### config.mk
export PLATFORM = sky130hd
export DESIGN_NAME = lsq_unified
export DESIGN_NICKNAME = d
export VERILOG_FILES = /design/src/rtl/lsq_pkg.sv /design/src/rtl/lsq_ring_ptrs.sv /design/src/rtl/lsq_dep_matrix.sv /design/src/rtl/lsq_oldest_pick.sv /design/src/rtl/lsq_unified.sv
export SDC_FILE = /design/constraint.sdc
export NUM_CORES = 1
export LEC_CHECK = 0
export BUFFER_PORTS_ARGS = -buffer_cell sky130_fd_sc_hd__buf_4
export CAP_MARGIN = 20
export CORE_UTILIZATION = 55
export DETAILED_ROUTE_END_ITERATION = 10
export PLACE_DENSITY = 0.85
export SYNTH_ARGS = -nofsm -noshare
export SYNTH_HDL_FRONTEND = slang
export SYNTH_HIERARCHICAL = 1
export SYNTH_SLANG_ARGS = --single-unit
### constraint.sdc
create_clock -name clk -period 6.2 [get_ports clk]
set_clock_uncertainty 0.15 [all_clocks]
set_input_delay 0 -clock clk [delete_from_list [all_inputs] [get_ports clk]]
set_output_delay 0 -clock clk [all_outputs]
set_load 0.01 [all_outputs]
### src/rtl/lsq_pkg.sv
package lsq_pkg;
   typedef struct packed {
      logic valid;
      logic is_store;
      logic addr_ok;
      logic issued;
   } lsq_flags_t;
endpackage

### src/rtl/lsq_ring_ptrs.sv
module lsq_ring_ptrs #(
   parameter int DEPTH = 8,
   localparam int IDX_W = $clog2(DEPTH)
) (
   input  logic             clk,
   input  logic             rst_n,
   input  logic             alloc,
   input  logic             retire,
   input  logic             flush,
   output logic [IDX_W-1:0] head,
   output logic [IDX_W-1:0] tail,
   output logic             full,
   output logic             empty
);
   logic [IDX_W:0]   count;
   logic [IDX_W-1:0] head_nx;

   assign head_nx = head + IDX_W'(retire);

   always_ff @(posedge clk) begin
      if (!rst_n) begin
         head  <= '0;
         tail  <= '0;
         count <= '0;
      end else begin
         head <= head_nx;
         if (flush) begin
            tail  <= head_nx;
            count <= '0;
         end else begin
            tail  <= tail + IDX_W'(alloc);
            count <= count + (IDX_W+1)'(alloc) - (IDX_W+1)'(retire);
         end
      end
   end

   assign full  = (count == (IDX_W+1)'(DEPTH));
   assign empty = (count == '0);

   p_no_overflow_r1: assert property (@(posedge clk) disable iff (!rst_n)
      count <= (IDX_W+1)'(DEPTH));
   p_ptr_gap_r1: assert property (@(posedge clk) disable iff (!rst_n)
      !full |-> (IDX_W'(count) == IDX_W'(tail - head)));
   p_flush_empty_r7: assert property (@(posedge clk) disable iff (!rst_n)
      flush |=> empty);
endmodule

### src/rtl/lsq_dep_matrix.sv
module lsq_dep_matrix #(
   parameter int DEPTH  = 8,
   parameter int ADDR_W = 16,
   localparam int IDX_W = $clog2(DEPTH)
) (
   input  logic                   clk,
   input  logic                   rst_n,
   input  logic [IDX_W-1:0]       head,
   input  lsq_pkg::lsq_flags_t    flags [DEPTH],
   input  logic [ADDR_W-1:0]      addr  [DEPTH],
   output logic [DEPTH-1:0]       blocked
);
   logic [IDX_W-1:0] age [DEPTH];
   logic [DEPTH-1:0] hazard [DEPTH];

   for (genvar k = 0; k < DEPTH; k++) begin : g_age
      assign age[k] = IDX_W'(k) - head;
   end

   for (genvar i = 0; i < DEPTH; i++) begin : g_row
      for (genvar j = 0; j < DEPTH; j++) begin : g_col
         if (i == j) begin : g_self
            assign hazard[i][j] = 1'b0;
         end else begin : g_pair
            logic older, unsafe;
            assign older  = age[j] < age[i];
            assign unsafe = !flags[j].addr_ok || (addr[j] == addr[i]);
            assign hazard[i][j] = flags[j].valid && flags[j].is_store && older && unsafe;
         end
      end
      assign blocked[i] = |hazard[i];
   end

   p_head_free_r4: assert property (@(posedge clk) disable iff (!rst_n)
      flags[head].valid |-> !blocked[head]);
endmodule

### src/rtl/lsq_oldest_pick.sv
module lsq_oldest_pick #(
   parameter int DEPTH = 8,
   localparam int IDX_W = $clog2(DEPTH)
) (
   input  logic             clk,
   input  logic             rst_n,
   input  logic [DEPTH-1:0] req,
   input  logic [IDX_W-1:0] head,
   output logic [DEPTH-1:0] gnt,
   output logic             gnt_valid,
   output logic [IDX_W-1:0] gnt_idx
);
   logic [IDX_W-1:0] pos;

   always_comb begin
      gnt       = '0;
      gnt_valid = 1'b0;
      gnt_idx   = '0;
      pos       = '0;
      for (int o = 0; o < DEPTH; o++) begin
         pos = head + IDX_W'(o);
         if (!gnt_valid && req[pos]) begin
            gnt[pos]  = 1'b1;
            gnt_valid = 1'b1;
            gnt_idx   = pos;
         end
      end
   end

   p_one_grant_r5: assert property (@(posedge clk) disable iff (!rst_n)
      $onehot0(gnt));
   p_grant_has_req_r5: assert property (@(posedge clk) disable iff (!rst_n)
      gnt_valid |-> req[gnt_idx]);
endmodule

### src/rtl/lsq_unified.sv
module lsq_unified #(
   parameter int DEPTH  = 8,
   parameter int ADDR_W = 16,
   localparam int IDX_W = $clog2(DEPTH)
) (
   input  logic              clk,
   input  logic              rst_n,
   input  logic              disp_valid,
   input  logic              disp_is_store,
   output logic [IDX_W-1:0]  disp_idx,
   output logic              disp_full,
   output logic              q_empty,
   input  logic              agen_valid,
   input  logic [IDX_W-1:0]  agen_idx,
   input  logic [ADDR_W-1:0] agen_addr,
   output logic              ld_go,
   output logic [IDX_W-1:0]  ld_go_idx,
   output logic [ADDR_W-1:0] ld_go_addr,
   input  logic              commit,
   output logic              st_wr_valid,
   output logic [ADDR_W-1:0] st_wr_addr,
   input  logic              flush
);
   import lsq_pkg::*;

   if (DEPTH < 2 || (1 << IDX_W) != DEPTH) begin : g_bad_depth
      $error("lsq_unified: DEPTH must be a power of two of at least 2");
   end
   if (ADDR_W < 1) begin : g_bad_addr
      $error("lsq_unified: ADDR_W must be positive");
   end

   lsq_flags_t        flg [DEPTH];
   logic [ADDR_W-1:0] adr [DEPTH];
   logic [IDX_W-1:0]  head, tail;
   logic [DEPTH-1:0]  blocked, eligible, gnt;
   logic              alloc, retire;

   assign retire = commit && !q_empty;
   assign alloc  = disp_valid && !disp_full && !flush;

   lsq_ring_ptrs #(.DEPTH(DEPTH)) u_ptrs (
      .clk(clk), .rst_n(rst_n), .alloc(alloc), .retire(retire), .flush(flush),
      .head(head), .tail(tail), .full(disp_full), .empty(q_empty)
   );

   lsq_dep_matrix #(.DEPTH(DEPTH), .ADDR_W(ADDR_W)) u_deps (
      .clk(clk), .rst_n(rst_n), .head(head), .flags(flg), .addr(adr),
      .blocked(blocked)
   );

   for (genvar k = 0; k < DEPTH; k++) begin : g_elig
      assign eligible[k] = flg[k].valid && !flg[k].is_store && flg[k].addr_ok &&
                           !flg[k].issued && !blocked[k];
   end

   lsq_oldest_pick #(.DEPTH(DEPTH)) u_pick (
      .clk(clk), .rst_n(rst_n), .req(eligible), .head(head),
      .gnt(gnt), .gnt_valid(ld_go), .gnt_idx(ld_go_idx)
   );

   for (genvar k = 0; k < DEPTH; k++) begin : g_ent
      always_ff @(posedge clk) begin
         if (!rst_n) begin
            flg[k] <= '0;
            adr[k] <= '0;
         end else if (flush) begin
            flg[k] <= '0;
         end else if (retire && head == IDX_W'(k)) begin
            flg[k] <= '0;
         end else if (alloc && tail == IDX_W'(k)) begin
            flg[k] <= '{valid: 1'b1, is_store: disp_is_store, addr_ok: 1'b0, issued: 1'b0};
         end else begin
            if (agen_valid && agen_idx == IDX_W'(k) && flg[k].valid) begin
               flg[k].addr_ok <= 1'b1;
               adr[k]         <= agen_addr;
            end
            if (gnt[k]) begin
               flg[k].issued <= 1'b1;
            end
         end
      end
   end

   assign disp_idx    = tail;
   assign ld_go_addr  = adr[ld_go_idx];
   assign st_wr_valid = retire && flg[head].is_store;
   assign st_wr_addr  = adr[head];

   p_issue_legal_r3: assert property (@(posedge clk) disable iff (!rst_n)
      ld_go |-> (flg[ld_go_idx].valid && !flg[ld_go_idx].is_store && flg[ld_go_idx].addr_ok));
   p_issue_once_r5: assert property (@(posedge clk) disable iff (!rst_n)
      (ld_go && !flush && !(retire && ld_go_idx == head)) |=> flg[$past(ld_go_idx)].issued);
   p_store_known_r6: assert property (@(posedge clk) disable iff (!rst_n)
      st_wr_valid |-> (flg[head].valid && flg[head].addr_ok));
   p_store_at_commit_r6: assert property (@(posedge clk) disable iff (!rst_n)
      st_wr_valid |-> commit);
endmodule

== Word level (Yosys, flattened, before mapping) ==
Cells that the tools add are included.

* Bits in registers: 170
* Input bits: 26
* Output and inout bits: 42
* Word-level logic and storage cells: 645

* $add $sub $neg: 19
* $lt $le $gt $ge: 74
* Equal/unequal tests: 78
* Mux-type cells: 66
* Bitwise operators: 27
* Reduce and logical (&&, ||, !) cells: 338

{| class="wikitable"
|+ Operators with widths
! kind !! count
|-
| 16-bit == test || 56
|-
| 1-bit logical AND || 203
|-
| 3-bit < comparator || 56
|-
| 16-bit binary-select mux with 3-bit select || 2
|-
| 16-bit two-way mux || 4
|-
| 8-bit two-way mux || 8
|-
| 1-bit logical OR || 56
|-
| 8-bit bitwise OR || 7
|-
| 7-bit OR reduction || 8
|-
| 1-bit zero test || 42
|-
| 3-bit == test (second input constant) || 12
|-
| 3-bit two-way mux || 11
|-
| 3-bit by 4-bit < comparator with 1-bit output (second input constant) || 8
|-
| 4-bit AND reduction || 8
|-
| 4-bit OR reduction || 8
|-
| 1-bit binary-select mux with 3-bit select || 8
|-
| 1-bit demux with 3-bit select || 8
|-
| 3-bit by 1-bit >= comparator with 1-bit output (second input constant) || 8
|-
| 1-bit two-way mux || 24
|-
| 3-bit OR reduction || 8
|-
| 3-bit by 2-bit == test with 1-bit output (second input constant) || 6
|-
| 1-bit inverter || 18
|-
| 3-bit adder (second input constant) || 4
|-
| 4-bit binary-select mux with 3-bit select || 1
|-
| 15 further kinds || 28
|}

== Longest topological paths before layout ==
* Depth after elaboration: 35
* Mapped depth: 24
* Mapped depth without buffers: 20

== By module ==
Netlist, hierarchy kept.

{| class="wikitable"
|+ By module, submodules not included
! module !! instances !! cells an instance !! area each (um^2) !! seq. area each (um^2)
|-
| lsq_unified || 1 || 736 || 8121.5 || 3203.1
|-
| lsq_dep_matrix || 1 || 915 || 7205.7 || 0.0
|-
| lsq_oldest_pick || 1 || 138 || 1223.7 || 0.0
|-
| lsq_ring_ptrs || 1 || 49 || 538.0 || 200.2
|}

== Worst setup path after synthesis ==
No wires, ideal clock.

* Kind: flip-flop to output port
* Start: register u_ptrs.head[2]
* End: output port ld_go_addr[10]
* Data arrival time: 5821 ps
* Required time: 6050 ps
* Setup slack: 229 ps
* Stages on the path, launching flop included: 21
* Path buffers: 3
* Path through: dfxtp_1 > buf_2 > inv_1 > ha_1 > inv_1 > ha_1 > a21oi_1 > a41o_1 > or4_1 > nand4bb_1 > nor2_1 > mux2i_1 > mux4_2 > nand4_1 > nor2_1 > a22o_1 > a21oi_1 > clkbuf_1 > buf_2 > mux4_2 > mux2_2

* Cells in the longest elaborated chain, start to end: 35
* Elaborated cells between the ends (all ways): 256
* Those cells by class: add/sub: 15; order compare: 56; mux: 34; bitwise: 1; reduce/logical: 150

{| class="wikitable"
|+ RTL lines
! item !! RTL line !! source
|-
| start: declaration || lsq_ring_ptrs.sv:10 || <nowiki>output logic [IDX_W-1:0] head,</nowiki>
|-
| start signal: assignment || lsq_ring_ptrs.sv:26 || <nowiki>head <= head_nx;</nowiki>
|-
| 1-bit by 3-bit subtractor with 3-bit output, or another cell as far along || lsq_dep_matrix.sv:17 || <nowiki>assign age[k] = IDX_W'(k) - head;</nowiki>
|-
| 3-bit < comparator || lsq_dep_matrix.sv:26 || <nowiki>assign older = age[j] < age[i];</nowiki>
|-
| 1-bit logical AND (2 in series) || lsq_dep_matrix.sv:28 || <nowiki>assign hazard[i][j] = flags[j].valid && flags[j].is_store && older && unsafe;</nowiki>
|-
| 7-bit OR reduction * || lsq_dep_matrix.sv:31 || <nowiki>assign blocked[i] = |hazard[i];</nowiki>
|-
| named net blocked[5] || lsq_unified.sv:36 || <nowiki>logic [DEPTH-1:0] blocked, eligible, gnt;</nowiki>
|-
| 1-bit zero test * || lsq_unified.sv:54 || <nowiki>!flg[k].issued && !blocked[k];</nowiki>
|-
| 1-bit logical AND * || lsq_unified.sv:54 ||
|-
| named net eligible[5] || lsq_unified.sv:36 ||
|-
| (+20 left out) || - ||
|-
| 1-bit two-way mux || lsq_oldest_pick.sv:22 || <nowiki>if (!gnt_valid && req[pos]) begin</nowiki>
|-
| 1-bit zero test || lsq_oldest_pick.sv:22 ||
|-
| 1-bit logical AND || lsq_oldest_pick.sv:22 ||
|-
| 3-bit two-way mux * || lsq_oldest_pick.sv:22 ||
|-
| named net ld_go_idx[1] || lsq_unified.sv:17 || <nowiki>output logic [IDX_W-1:0] ld_go_idx,</nowiki>
|-
| 3-bit inverter with 4-bit output (implied by the code) * || lsq_unified.sv:86 || <nowiki>assign ld_go_addr = adr[ld_go_idx];</nowiki>
|-
| 16-bit binary-select mux with 3-bit select * || lsq_unified.sv:86 ||
|-
| 16-bit two-way mux (implied by the code) * (2 in series) || lsq_unified.sv:86 ||
|-
| end: declaration || lsq_unified.sv:18 || <nowiki>output logic [ADDR_W-1:0] ld_go_addr,</nowiki>
|}

Mark *: on every way through the listed nets, which the timed path passes. The rest lies on a longest branch. The select of a mux whose other input is x is not followed.

== Final worst setup path ==
* Start: register adr[33] (netlist bit)
* End: output port ld_go_addr[7]

* Cells in the longest elaborated chain, start to end: 34
* Elaborated cells between the ends (all ways): 115
* Those cells by class: eq/ne: 14; mux: 34; bitwise: 1; reduce/logical: 66

{| class="wikitable"
|+ RTL lines
! item !! RTL line !! source
|-
| start: declaration || lsq_unified.sv:34 || <nowiki>logic [ADDR_W-1:0] adr [DEPTH];</nowiki>
|-
| start signal: indexed assignment || lsq_unified.sv:76 || <nowiki>adr[k] <= agen_addr;</nowiki>
|-
| 16-bit == test || lsq_dep_matrix.sv:27 || <nowiki>assign unsafe = !flags[j].addr_ok || (addr[j] == addr[i]);</nowiki>
|-
| 1-bit logical OR || lsq_dep_matrix.sv:27 ||
|-
| 1-bit logical AND || lsq_dep_matrix.sv:28 ||
|-
| 7-bit OR reduction * || lsq_dep_matrix.sv:31 ||
|-
| named net blocked[5] || lsq_unified.sv:36 ||
|-
| 1-bit zero test * || lsq_unified.sv:54 ||
|-
| 1-bit logical AND * || lsq_unified.sv:54 ||
|-
| named net eligible[5] || lsq_unified.sv:36 ||
|-
| (+19 left out) || - ||
|-
| 1-bit logical AND || lsq_oldest_pick.sv:22 ||
|-
| 1-bit two-way mux || lsq_oldest_pick.sv:22 ||
|-
| 1-bit zero test || lsq_oldest_pick.sv:22 ||
|-
| 1-bit logical AND || lsq_oldest_pick.sv:22 ||
|-
| 3-bit two-way mux * || lsq_oldest_pick.sv:22 ||
|-
| 3-bit inverter with 4-bit output (implied by the code) * || lsq_unified.sv:86 ||
|-
| 16-bit binary-select mux with 3-bit select * || lsq_unified.sv:86 ||
|-
| 16-bit two-way mux (implied by the code) * (2 in series) || lsq_unified.sv:86 ||
|}

Marked as above.

==> results.yml <==
yosys:
  synth_nets: 1907
  ys_warn_count: 6
  ys_ff_latch: 170
  syn_inst: 1838
  yosysSeqAreaShare_pct: 19.92
  synth-async-reset-ratio_pct: 0
  syn_area_per_cell_sq_um: 9.298
  syn-cell-area_sq_um: 17090
  synth_cell_type_count: 82
  synthFlopType: "dfxtp_1"
  synth_edf_count: 0
power:
  total_power_uw: 3351
  p_leak_uw: 0.01067
  power_density_nw_per_um2: 174.3
  ir_drop_v: 0.0001884
critical_path:
  crit_chain: "buf_4 -> xor2_1 -> nor4_1 -> nand4_1 -> a211oi_1 -> a41o_1 -> or4_1 -> nand4bb_4 -> nor2_4 -> mux2i_2 -> mux4_2 -> and4b_1 -> or3_1 -> o211ai_1 -> a21oi_4 -> buf_12 -> buf_4 -> mux4_2 -> mux2_2 -> buf_4"
  crit_fanout: 26
  path_common_cell: "buf_4"
  cp_data_required_time_ns: 6.05
  cp_slowest_cell: "dfxtp_1"
  crit_buf_inv: 4
  crit_type: "reg2out"
  end_kind: "output pin"
  start_kind: "flop"
  cp-startpoint: "adr[33]$_SDFFE_PN0P_"
  arrival_ns: 5.99
  reg2reg_from: "adr[84]$_SDFFE_PN0P_"
  cp_top_family: "simple AND/OR/NAND/NOR gates"
  slowest_delay_ns: 0.60
routing:
  vias: 16210
  wl_per_cell_microns: 33.06
  wirelength_mm: 76.81
  dr.pass1.iters: 6
  ant_nets: 0
  vias_per_cell: 6.978
  drtIter0Drc: 2467
  drc_errors: 0
floorplanning:
  die-area_sq_um: 31780
  dieHeight_microns: 178.3
  die_w_microns: 178.3
  initial_core_util_pct: 55.87
  row_count: 64
  core_sq_um: 30590
  boundaryPins: 68
clock_tree:
  numCtsBuffers: 17
  clkTransAtPathRegs_ns: 0.07
  cts_root_buf: "clkbuf_16"
  cts_tree: "yes"
  max-clock-path-buffers: 2
  clk_latency_ns: 0.48
  numClockSinks: 170
  htree_levels: 4
worst_hold_path:
  hold_class: "in2reg"
  hold_start: "commit"
timing:
  fin_hold_ws_ns: 0.06116
  period_share_pct: 98.98
  worst_pin_slew_ns: 1.052
  hold_viol: 0
  setup_viol: 0
  final_max_slew_viol_count: 0
  fmax_mhz: 162.9
  timing.slew.headroom_pct: 29.80
  period_minus_slack_ns: 6.137
layout:
  n_fill_cell: 2524
  area_delta_synth_final_pct: 12.50
  final_layout_size_suffix_gt1_share_pct: 27.41
  num-nets-final: 1983
  final_cell_area_sq_um: 19220
global_route:
  grt_pass1_wl_mm: 108.5
  grt_pass1_vias: 15690
  antenna_found_initial: 1
  gr-total-overflow: 0
  grt_usage_pct: 48.53
  grt_max_degree: 87
place:
  dp_hpwl_mm: 55.05
  gp_congestion: 1.101
  portBuffers: 67
  place_area_sq_um: 17800
run_status:
  status: "finished, final reports clean"
flow_run:
  drv_cap: 0
worst paths after layout:
path              cells past startpoint              endpoint  slack, ns
setup / recovery                     20         ld_go_addr[7]       0.06
hold reg to reg                       2  flg[20]$_SDFFE_PP0P_       0.38
setup reg to reg                     19  flg[12]$_SDFFE_PP0P_       1.10
hold / removal                        5  flg[10]$_SDFFE_PP0P_       0.06
layer usage:
metal  part of all wire, %  track usage, %  routed length (microns)
met5                 0.025               0                       19
met4                   8.4           34.07                     6443
met3                    12           16.05                     9307
met2                    43           74.19                    33130
met1                    36           57.24                    27910
state kept, by name, indices dropped and copies added, names as in the netlist:
signal,cells
u_ptrs/count,4
u_ptrs/tail,3
flg,32
adr,128
u_ptrs/head,3
worst min-delay path: stages:
cell	delay (ns)
buf_4	0.13
nor3b_1	0.18
nand3_1	0.11
nand2_1	0.11
nor2_1	0.12
cell families (layout without fill, tap and decap cells):
logic type,Yosys count,after routing,share of synthesized area [%]
compound gates,141,141,5.967
flops,170,170,19.92
xor+xnor,461,461,23.74
buf+inv,223,311,8.969
other cells,0,1,0
simple gates,529,529,16.31
fa+ha+maj,43,43,3.192
mux,271,271,21.91
through the flow:
step	setup TNS (ns)	worst slack (ns)	instances	util (%)
floorplan	0	0.2294	1838	-
global placement	0	0.3579	2251	58.19
detailed placement	0	0.2238	2251	58.19
CTS	0	0.0004969	2312	61.31
global route	-0.9193	-0.08233	2322	62.84
finish	0	0.06300	2323	62.85
cell type report:
type | count | area [sq um] | area share (%)
Clock buffer | 18 | 429.2 | 2.232
Antenna cell | 1 | 2.502 | 0.01302
Clock inverter | 13 | 138.9 | 0.7224
Inverter | 33 | 130.1 | 0.6769
Sequential cell | 170 | 3528 | 18.35
Tap cell | 396 | 495.5 | 2.577
Multi-Input combinational cell | 1445 | 12510 | 65.10
Timing Repair Buffer | 247 | 1986 | 10.33
synthesized netlist by cell type, types with 3 or more instances:
cell type | n | area share, %
a2111oi_0 | 3 | 0.15
a211oi_1 | 28 | 1.2
a21oi_1 | 34 | 1.0
a221oi_1 | 5 | 0.26
a2bb2o_1 | 4 | 0.23
a31oi_1 | 8 | 0.29
a41o_1 | 3 | 0.18
a41oi_1 | 7 | 0.36
and2_1 | 9 | 0.33
and3b_1 | 4 | 0.20
buf_2 | 36 | 1.1
buf_4 | 90 | 4.0
buf_6 | 38 | 2.5
clkbuf_1 | 22 | 0.48
dfxtp_1 | 170 | 20
ha_1 | 42 | 3.1
inv_1 | 30 | 0.66
inv_2 | 3 | 0.066
mux2_2 | 34 | 2.2
mux2i_1 | 158 | 9.3
mux4_2 | 78 | 10
nand2_1 | 201 | 4.4
nand2b_1 | 4 | 0.15
nand3_1 | 19 | 0.56
nand3_2 | 4 | 0.23
nand4_1 | 40 | 1.5
nand4b_1 | 4 | 0.20
nand4bb_1 | 6 | 0.40
nor2_1 | 60 | 1.3
nor2b_1 | 10 | 0.37
nor3_1 | 17 | 0.50
nor3b_1 | 9 | 0.40
nor4_1 | 117 | 4.3
o21ai_0 | 16 | 0.47
o311ai_0 | 4 | 0.20
o31ai_1 | 5 | 0.22
or3_1 | 3 | 0.11
xnor2_1 | 7 | 0.36
xor2_1 | 453 | 23
cell usage in the layout, fill, tap and decap left out, types with 19 or more instances in the layout:
master | netlist | layout
dfxtp_2 | 0 | 88
xor2_1 | 453 | 453
nor2_1 | 60 | 53
mux4_2 | 78 | 78
ha_1 | 42 | 35
dfxtp_1 | 170 | 78
inv_1 | 30 | 25
mux2_2 | 34 | 34
a21oi_1 | 34 | 30
nor4_1 | 117 | 110
nand2_1 | 201 | 201
buf_4 | 90 | 212
dlygate4sd3_1 | 0 | 28
nand4_1 | 40 | 40
mux2i_1 | 158 | 157
nand3_1 | 19 | 19
a211oi_1 | 28 | 26
report_power, final:
group          switching (uW)  total [uW]  internal [uW]
logic                     666        1120            450
clock network             529        1090            562
registers                29.1        1140           1110
timing repair:
item / CTS / global route
hold buffers: 28 / 0
hold endpoints to repair: 157 / 0
resized for setup: 41 / 123
gates cloned: 0 / 0
setup endpoints to repair: 16 / 16
buffers inserted: 2 / 10
pin swaps: 1 / 22
No activity file was read; power rests on OpenSTA's default activity.
